==> src/rtl/umrg_pkg.sv <==
package umrg_pkg;

   typedef enum logic [1:0] {
      MRG_LDL = 2'd0,
      MRG_LDR = 2'd1,
      MRG_STL = 2'd2,
      MRG_STR = 2'd3
   } mrg_op_e;

   function automatic logic op_is_store(mrg_op_e op);
      return op[1];
   endfunction

   function automatic logic op_is_left(mrg_op_e op);
      return (op == MRG_LDL) || (op == MRG_STL);
   endfunction

endpackage

==> src/rtl/umrg_lane.sv <==
module umrg_lane
   import umrg_pkg::*;
#(
   parameter int NUM_BYTES = 4,
   parameter int LANE      = 0,
   localparam int OFF_W    = $clog2(NUM_BYTES),
   localparam int DATA_W   = NUM_BYTES * 8
) (
   input  mrg_op_e             op,
   input  logic [OFF_W-1:0]    off,
   input  logic [DATA_W-1:0]   src_word,
   input  logic [7:0]          keep_byte,
   output logic [7:0]          res_byte,
   output logic                take
);

   localparam int LAST = NUM_BYTES - 1;

   int         k;
   int         idx;
   logic [7:0] picked;

   always_comb begin
      k    = int'(off);
      take = 1'b0;
      idx  = 0;
      unique case (op)
         MRG_LDL: begin
            take = (LANE >= LAST - k);
            idx  = LANE + k - LAST;
         end
         MRG_LDR: begin
            take = (LANE <= LAST - k);
            idx  = LANE + k;
         end
         MRG_STL: begin
            take = (LANE <= k);
            idx  = LANE + LAST - k;
         end
         MRG_STR: begin
            take = (LANE >= k);
            idx  = LANE - k;
         end
         default: begin
            take = 1'b0;
            idx  = 0;
         end
      endcase
   end

   always_comb begin
      picked = 8'h00;
      for (int s = 0; s < NUM_BYTES; s++) begin
         if (s == idx) picked = src_word[s*8 +: 8];
      end
      res_byte = take ? picked : keep_byte;
   end

endmodule

==> src/rtl/umrg_merge.sv <==
module umrg_merge
   import umrg_pkg::*;
#(
   parameter int NUM_BYTES = 4,
   localparam int OFF_W    = $clog2(NUM_BYTES),
   localparam int DATA_W   = NUM_BYTES * 8
) (
   input  mrg_op_e             op,
   input  logic [OFF_W-1:0]    off,
   input  logic [DATA_W-1:0]   reg_word,
   input  logic [DATA_W-1:0]   mem_word,
   output logic [DATA_W-1:0]   merged,
   output logic [NUM_BYTES-1:0] byte_en
);

   logic [DATA_W-1:0] src_word;
   logic [DATA_W-1:0] keep_word;

   always_comb begin
      if (op_is_store(op)) begin
         src_word  = reg_word;
         keep_word = mem_word;
      end else begin
         src_word  = mem_word;
         keep_word = reg_word;
      end
   end

   for (genvar j = 0; j < NUM_BYTES; j++) begin : g_lane
      umrg_lane #(
         .NUM_BYTES (NUM_BYTES),
         .LANE      (j)
      ) u_lane (
         .op        (op),
         .off       (off),
         .src_word  (src_word),
         .keep_byte (keep_word[j*8 +: 8]),
         .res_byte  (merged[j*8 +: 8]),
         .take      (byte_en[j])
      );
   end

endmodule

==> src/rtl/unaligned_merge.sv <==
module unaligned_merge
   import umrg_pkg::*;
#(
   parameter int NUM_BYTES = 4,
   parameter int ADDR_W    = 32,
   parameter int REG_IDX_W = 5,
   localparam int OFF_W    = $clog2(NUM_BYTES),
   localparam int DATA_W   = NUM_BYTES * 8
) (
   input  logic                  clk,
   input  logic                  rst_n,
   input  logic                  in_valid,
   input  logic [1:0]            in_op,
   input  logic [ADDR_W-1:0]     in_addr,
   input  logic [REG_IDX_W-1:0]  in_dst,
   input  logic [DATA_W-1:0]     in_reg,
   input  logic [DATA_W-1:0]     in_mem,
   output logic                  out_valid,
   output logic [DATA_W-1:0]     out_data,
   output logic [NUM_BYTES-1:0]  out_be,
   output logic [ADDR_W-1:0]     out_addr,
   output logic                  out_reg_we,
   output logic                  out_mem_we
);

   if (NUM_BYTES < 2 || (NUM_BYTES & (NUM_BYTES - 1)) != 0) begin : g_bad_bytes
      $error("unaligned_merge: NUM_BYTES must be a power of two of at least 2");
   end
   if (ADDR_W <= OFF_W) begin : g_bad_addr
      $error("unaligned_merge: ADDR_W must exceed the offset width");
   end
   if (REG_IDX_W < 1) begin : g_bad_idx
      $error("unaligned_merge: REG_IDX_W must be at least 1");
   end

   mrg_op_e               op;
   logic [OFF_W-1:0]      off;
   logic [DATA_W-1:0]     merged;
   logic [NUM_BYTES-1:0]  byte_en;
   logic                  is_store;

   assign op       = mrg_op_e'(in_op);
   assign off      = in_addr[OFF_W-1:0];
   assign is_store = op_is_store(op);

   umrg_merge #(
      .NUM_BYTES (NUM_BYTES)
   ) u_merge (
      .op        (op),
      .off       (off),
      .reg_word  (in_reg),
      .mem_word  (in_mem),
      .merged    (merged),
      .byte_en   (byte_en)
   );

   always_ff @(posedge clk) begin
      if (!rst_n) begin
         out_valid  <= 1'b0;
         out_reg_we <= 1'b0;
         out_mem_we <= 1'b0;
      end else begin
         out_valid  <= in_valid;
         out_reg_we <= in_valid && !is_store && (in_dst != '0);
         out_mem_we <= in_valid && is_store;
      end
   end

   always_ff @(posedge clk) begin
      if (in_valid) begin
         out_data <= merged;
         out_be   <= byte_en;
         out_addr <= {in_addr[ADDR_W-1:OFF_W], {OFF_W{1'b0}}};
      end
   end

   // Checking helpers: expand the registered enables to a bit mask
   logic [DATA_W-1:0] be_mask;
   always_comb begin
      for (int i = 0; i < NUM_BYTES; i++) be_mask[i*8 +: 8] = {8{out_be[i]}};
   end


   valid_latency_chk: assert property (@(posedge clk) disable iff (!rst_n)
      in_valid |=> out_valid);

   idle_quiet_chk: assert property (@(posedge clk) disable iff (!rst_n)
      !in_valid |=> (!out_valid && !out_reg_we && !out_mem_we));

   strobe_excl_chk: assert property (@(posedge clk) disable iff (!rst_n)
      !(out_reg_we && out_mem_we));

   store_strobe_chk: assert property (@(posedge clk) disable iff (!rst_n)
      (in_valid && in_op[1]) |=> (out_mem_we && !out_reg_we));

   zero_dst_chk: assert property (@(posedge clk) disable iff (!rst_n)
      (in_valid && !in_op[1] && in_dst == '0) |=> (out_valid && !out_reg_we));

   addr_align_chk: assert property (@(posedge clk) disable iff (!rst_n)
      in_valid |=> (out_addr[ADDR_W-1:OFF_W] == $past(in_addr[ADDR_W-1:OFF_W])
                    && out_addr[OFF_W-1:0] == '0));

   store_keep_chk: assert property (@(posedge clk) disable iff (!rst_n)
      (in_valid && in_op[1]) |=> ((out_data & ~be_mask) == ($past(in_mem) & ~be_mask)));

   load_keep_chk: assert property (@(posedge clk) disable iff (!rst_n)
      (in_valid && !in_op[1]) |=> ((out_data & ~be_mask) == ($past(in_reg) & ~be_mask)));

   left_count_chk: assert property (@(posedge clk) disable iff (!rst_n)
      (in_valid && in_op[0] == 1'b0) |=>
         ($countones(out_be) == int'($past(in_addr[OFF_W-1:0])) + 1));

   right_count_chk: assert property (@(posedge clk) disable iff (!rst_n)
      (in_valid && in_op[0] == 1'b1) |=>
         ($countones(out_be) == NUM_BYTES - int'($past(in_addr[OFF_W-1:0]))));

endmodule

==> config.mk <==
export PLATFORM = sky130hd
export DESIGN_NAME = unaligned_merge
export DESIGN_NICKNAME = d
export VERILOG_FILES = /design/src/rtl/umrg_pkg.sv /design/src/rtl/umrg_lane.sv /design/src/rtl/umrg_merge.sv /design/src/rtl/unaligned_merge.sv
export SDC_FILE = /design/constraint.sdc
export NUM_CORES = 1
export LEC_CHECK = 0
export BUFFER_PORTS_ARGS = -buffer_cell sky130_fd_sc_hd__buf_2
export CAP_MARGIN = 0
export CORE_MARGIN = 3
export CORE_UTILIZATION = 38
export DETAILED_ROUTE_END_ITERATION = 12
export GPL_TIMING_DRIVEN = 0
export PLACE_DENSITY = 0.67
export RECOVER_POWER = 100
export SLEW_MARGIN = 20
export SYNTH_ARGS = -nofsm -noshare
export SYNTH_HDL_FRONTEND = slang
export SYNTH_SLANG_ARGS = --single-unit
export TNS_END_PERCENT = 1
==> constraint.sdc <==
create_clock -name clk -period 6.01 [get_ports clk]
set_input_delay 1.202 -clock clk [delete_from_list [all_inputs] [get_ports clk]]
set_output_delay 1.202 -clock clk [all_outputs]
set_load 0.01 [all_outputs]
## After elaboration in Yosys (flattened, before gate mapping)

Cells that the tools add are included.

| word-level totals | value |
|---|---|
| word-level logic and storage cells | 89 |
| register bits | 69 |
| input port bits | 106 |

| cells by class | value |
|---|---|
| equality and inequality tests | 15 |
| $lt $le $gt $ge | 14 |
| mux-type cells | 30 |
| $add $sub $neg | 14 |
| reduce and logical (&&, ||, !) cells | 10 |

Operators with widths:

| kind | number |
|---|---|
| 32-bit one-hot mux with 4 select lines | 4 |
| 3-bit by 32-bit equality test with 1-bit output, first input constant | 8 |
| 8-bit 2-to-1 mux | 20 |
| 2-bit by 32-bit equality test with 1-bit output, first input constant | 4 |
| 32-bit logical NOT | 4 |
| 32-bit by 3-bit subtractor with 32-bit output, second input constant | 3 |
| 3-bit by 32-bit >= comparator with 1-bit output, first input constant | 2 |
| 3-bit by 32-bit less-or-equal comparator with 1-bit output, first input constant | 2 |
| 32-bit 2-to-1 mux | 2 |
| 1-bit by 32-bit >= comparator with 1-bit output, first input constant | 1 |
| 2-bit by 32-bit >= comparator with 1-bit output, first input constant | 1 |
| 1-bit by 32-bit less-or-equal comparator with 1-bit output, first input constant | 1 |
| 2-bit by 32-bit less-or-equal comparator with 1-bit output, first input constant | 1 |
| 1-bit one-hot mux with 4 select lines | 4 |
| 3-bit by 2-bit subtractor with 4-bit output, first input constant | 3 |
| 2-bit by 2-bit adder with 3-bit output, first input constant | 2 |
| 1-bit by 2-bit subtractor with 3-bit output, first input constant | 2 |
| 2-bit by 2-bit subtractor with 3-bit output, first input constant | 2 |
| 5-bit nonzero test | 1 |
| 2-bit equality test, second input constant | 2 |
| 1-bit by 2-bit >= comparator with 1-bit output, first input constant | 2 |
| 2-bit less-or-equal comparator, first input constant | 2 |
| 1-bit by 2-bit adder with 3-bit output, first input constant | 1 |
| 1-bit logical AND | 3 |
| 6 further kinds | 6 |

## Depth between registers and ports, before layout

| logic depth | value |
|---|---|
| depth after elaboration | 9 |
| mapped depth | 12 |
| depth with buffers taken out | 9 |

## Cells and area by module

From an unflattened synthesis, not the netlist that was laid out.

| unflattened totals | value |
|---|---|
| cells, all modules | 457 |
| area, all modules | 5570.3 um2 |

Modules (own cells, without submodules):

| module | cells each | instances | area each (um2) |
|---|---|---|---|
| unaligned_merge | 78 | 1 | 2090.8 |
| umrg_merge | 71 | 1 | 1077.3 |
| umrg_lane at u_merge.g_lane[1].u_lane | 114 | 1 | 830.8 |
| umrg_lane at u_merge.g_lane[3].u_lane | 66 | 1 | 589.3 |
| umrg_lane at u_merge.g_lane[2].u_lane | 68 | 1 | 516.7 |
| umrg_lane at u_merge.g_lane[0].u_lane | 60 | 1 | 465.4 |

## Worst setup path before layout

OpenSTA, ideal clock, no wires.

| path | value |
|---|---|
| path type | input to register |
| from | input port in_op[1] |
| to | register out_data[14], data pin |
| library setup time | 0.180 ns |
| stages on the path | 10 |
| required time | 5.830 ns |
| buffers on the path | 4 |
| arrival time | 3.468 ns |
| slack | 2.362 ns |
| cells stage by stage | buf_2 > buf_2 > clkinv_1 > ha_1 > buf_2 > o21ai_0 > o21ai_2 > buf_2 > or3_1 > a221oi_1 |

| between the ends | value |
|---|---|
| word-level cells in the longest chain between the ends | 8 |
| elaborated cells between the ends (all ways) | 17 |
| those cells by class | eq/ne: 6; mux: 9; reduce/logical: 2 |

RTL lines:

| item | line | text |
|---|---|---|
| start: declaration | unaligned_merge.sv:13 | `input logic [1:0] in_op,` |
| 2-bit equality test, or another cell as far along | umrg_lane.sv:27 | `unique case (op)` |
| 32-bit one-hot mux with 4 select lines | umrg_lane.sv:27 |  |
| 32-bit logical NOT | umrg_lane.sv:54 | `if (s == idx) picked = src_word[s*8 +: 8];` |
| 8-bit 2-to-1 mux (4 in a row) | umrg_lane.sv:54 |  |
| 8-bit 2-to-1 mux * | umrg_lane.sv:56 | `res_byte = take ? picked : keep_byte;` |
| named net merged[14] | unaligned_merge.sv:38 | `logic [DATA_W-1:0] merged;` |
| end signal: assignment | unaligned_merge.sv:71 | `out_data <= merged;` |
| end: declaration | unaligned_merge.sv:19 | `output logic [DATA_W-1:0] out_data,` |

The timed path passes the listed nets; every way through them passes the cells marked *.
A chain may end at the register's enable or synchronous reset.

## Final worst setup path

Ends and elaborated chain as after synthesis.

==> metrics.txt <==
GR Overflow Total=0; DP HPWL=11,900 um; vias in the first global route=4,469; drt first pass iters=7; routed via count=4,417; io pins=177; critical path depth=11; die width=118 um; Die Y=118 um; crit end category=flip-flop; largest net degree at the start of global routing=68; n_diodes=0; Setup Fix Bufs, Post-CTS=0; residual DRC count=0; Max Fclk=198 MHz; slew margin rel.=-130%; CTS tree=yes; largest family of logic cells by synthesized area=multiplexers; Initial Utilization=39.1%; Synth area leader=edfxtp_1; commonest cells in the netlist=mux2i_1, edfxtp_1, nand2_1; worst stage delay on the critical path=0.63 ns; row cnt=40; # resized after CTS=0; status=finished, violations left; Antenna Nets Post-Route=0; CP max stage cell=nor2_1; leading cell type by number of instances after synthesis=mux2i_1; largest cells by area after synthesis=edfxtp_1, mux2i_1, mux2_2, ha_1, o22ai_1; Crit path max-delay family=buffers and inverters; Starting DRT DRC Count=456; Area Growth Syn to Fin=28.1%; Critical Path Start=in_op[1]; post-synthesis simple-gate area fraction=7.14%; Avg WL per Cell=19.7 um; Post-CTS Hold Fix Bufs=0; CTS clk-pin slew, worst paths=0.06 ns; critical path type=in2reg; initial antenna violation count=0; final period utilization=83.9%; violated checks=capacitance limit, slew limit; Pwr Density=271 nW/um^2; Synth Instances=434; Slew @ Worst Pin=3.45 ns; top cell type's share of synthesized area=41.9%; CP bufs+invs=5; GRT Total Usage=22.0%; fin util=50.1%; synth warn=0; share of synthesized cell area in full adder, half adder and majority cells=3.70%; type of origin of the critical path=input pin; core area=12,100 um^2; asr flop ratio synth=0%; post-synthesis mux area share=21.6%; max-slew violations=68; synthesized area=4730 um^2; register area share after synthesis=43.2%; Critical Path AT=5.13 ns; first-pass GRT wire length=24,100 um; CP endpoint=out_data[14]$_DFFE_PP_; PortBufs=174; Setup TNS=0 ns; gpl congestion=0.912; FF+latch count, synth=69; CP required=6.10 ns; RSZ-0062 raised after global routing=false; final wirelength=15,600 um; Syn Area/Cell=10.9 um^2; share of cells above drive strength 1=25.9%; Yosys cell types=52; worst hold margin=1.04 ns; CTS buffer count=9; Layout Nets=740; # clock sinks=69; CTS Buffer Depth=2; Most Frequent Cell on Critical Path=buf_2; Post-Synth XOR/XNOR Area=0.185%; htree depth=3; max cap viols=1; worst vdd ir=0.136 mV; final count of negative-setup-slack endpoints=0; minimum clock period=5.04 ns; Post-synth EDFFs=66; worst hold path type=in2reg; crit path max fanout=12; LEAKAGE=0.00251 uW; DIE AREA=13,800 um^2; final hold vios=0; Root Driver=clkbuf_16; Compound-Gate Fraction of Synth Area=19.4%; via/cell ratio=5.57; cells along the critical path=buf_2 -> buf_2 -> clkbuf_1 -> clkinv_1 -> ha_1 -> buf_2 -> a21oi_1 -> a32oi_1 -> nor2_1 -> a2111oi_0 -> a221oi_1; ys flop type=edfxtp_1
-- power by group --
group | switching [uW] | internal (uW)
Sequential | 13.3 | 595
Clock | 197 | 405
Combinational | 265 | 169
Total | 475 | 1170
-- kinds of logic after synthesis --
kind of cell | Yosys count
AOI/OAI and AO/OA | 130
xor gates and xnor gates | 1
adders and majority gates | 14
buffers and inverters | 48
DFF | 69
muxes | 99
other | 1
and+or+nand+nor | 72
-- flip-flops by register name, indices dropped and copies added (netlist names) --
register	cells
out_mem_we	1
out_addr	30
out_be	4
out_reg_we	1
out_data	32
out_valid	1
-- placed cells by master, fill, tap and decap left out, types with 9 or more instances in the layout --
cell type,n
nand2_1,29
clkbuf_1,83
mux2i_1,74
nand2b_1,9
clkbuf_16,9
ha_1,14
buf_2,113
o21ai_0,21
mux2_2,25
o22ai_1,28
edfxtp_1,66
nor2_1,12
inv_1,18
-- cell type report --
class / instances / area (um^2)
buffer: 29 / 146
inverter: 19 / 71.3
timing repair buffer: 174 / 783
multi-input combinational: 318 / 2470
fill: 1187 / 6050
sequential: 69 / 2040
tap: 168 / 210
clock buffer: 10 / 229
clock inverter: 6 / 111
-- how the worst min path moves through the flow --
stage	slack [ns]	startpoint	endpoint	cells after the start
after global routing	1.03	in_addr[16]	out_addr[16]$_DFFE_PP_	1
after detailed placement	1.38	in_addr[23]	out_addr[23]$_DFFE_PP_	1
final	1.04	in_addr[23]	out_addr[23]$_DFFE_PP_	1
after floorplan	1.30	in_addr[10]	out_addr[10]$_DFFE_PP_	0
after CTS	1.03	in_addr[23]	out_addr[23]$_DFFE_PP_	1
after global placement	1.38	in_addr[17]	out_addr[17]$_DFFE_PP_	1
-- per-layer routing --
layer	GRT usage (%)	part of all wire (%)
met1	25.6	40
met2	38.7	50
met3	5.91	6.9
met4	8.57	2.7
met5	0	0
-- through the flow --
step	std cells	power, uW	worst slack [ns]	instance area, um^2
detailed placement	777	1050	1.20	5820
global placement	777	1050	1.25	5820
global route	793	1720	0.645	6060
floorplan	435	879	2.36	4740
CTS	793	1660	1.54	6160
finish	793	1640	0.965	6060
Power figures use the tool's default switching activity.
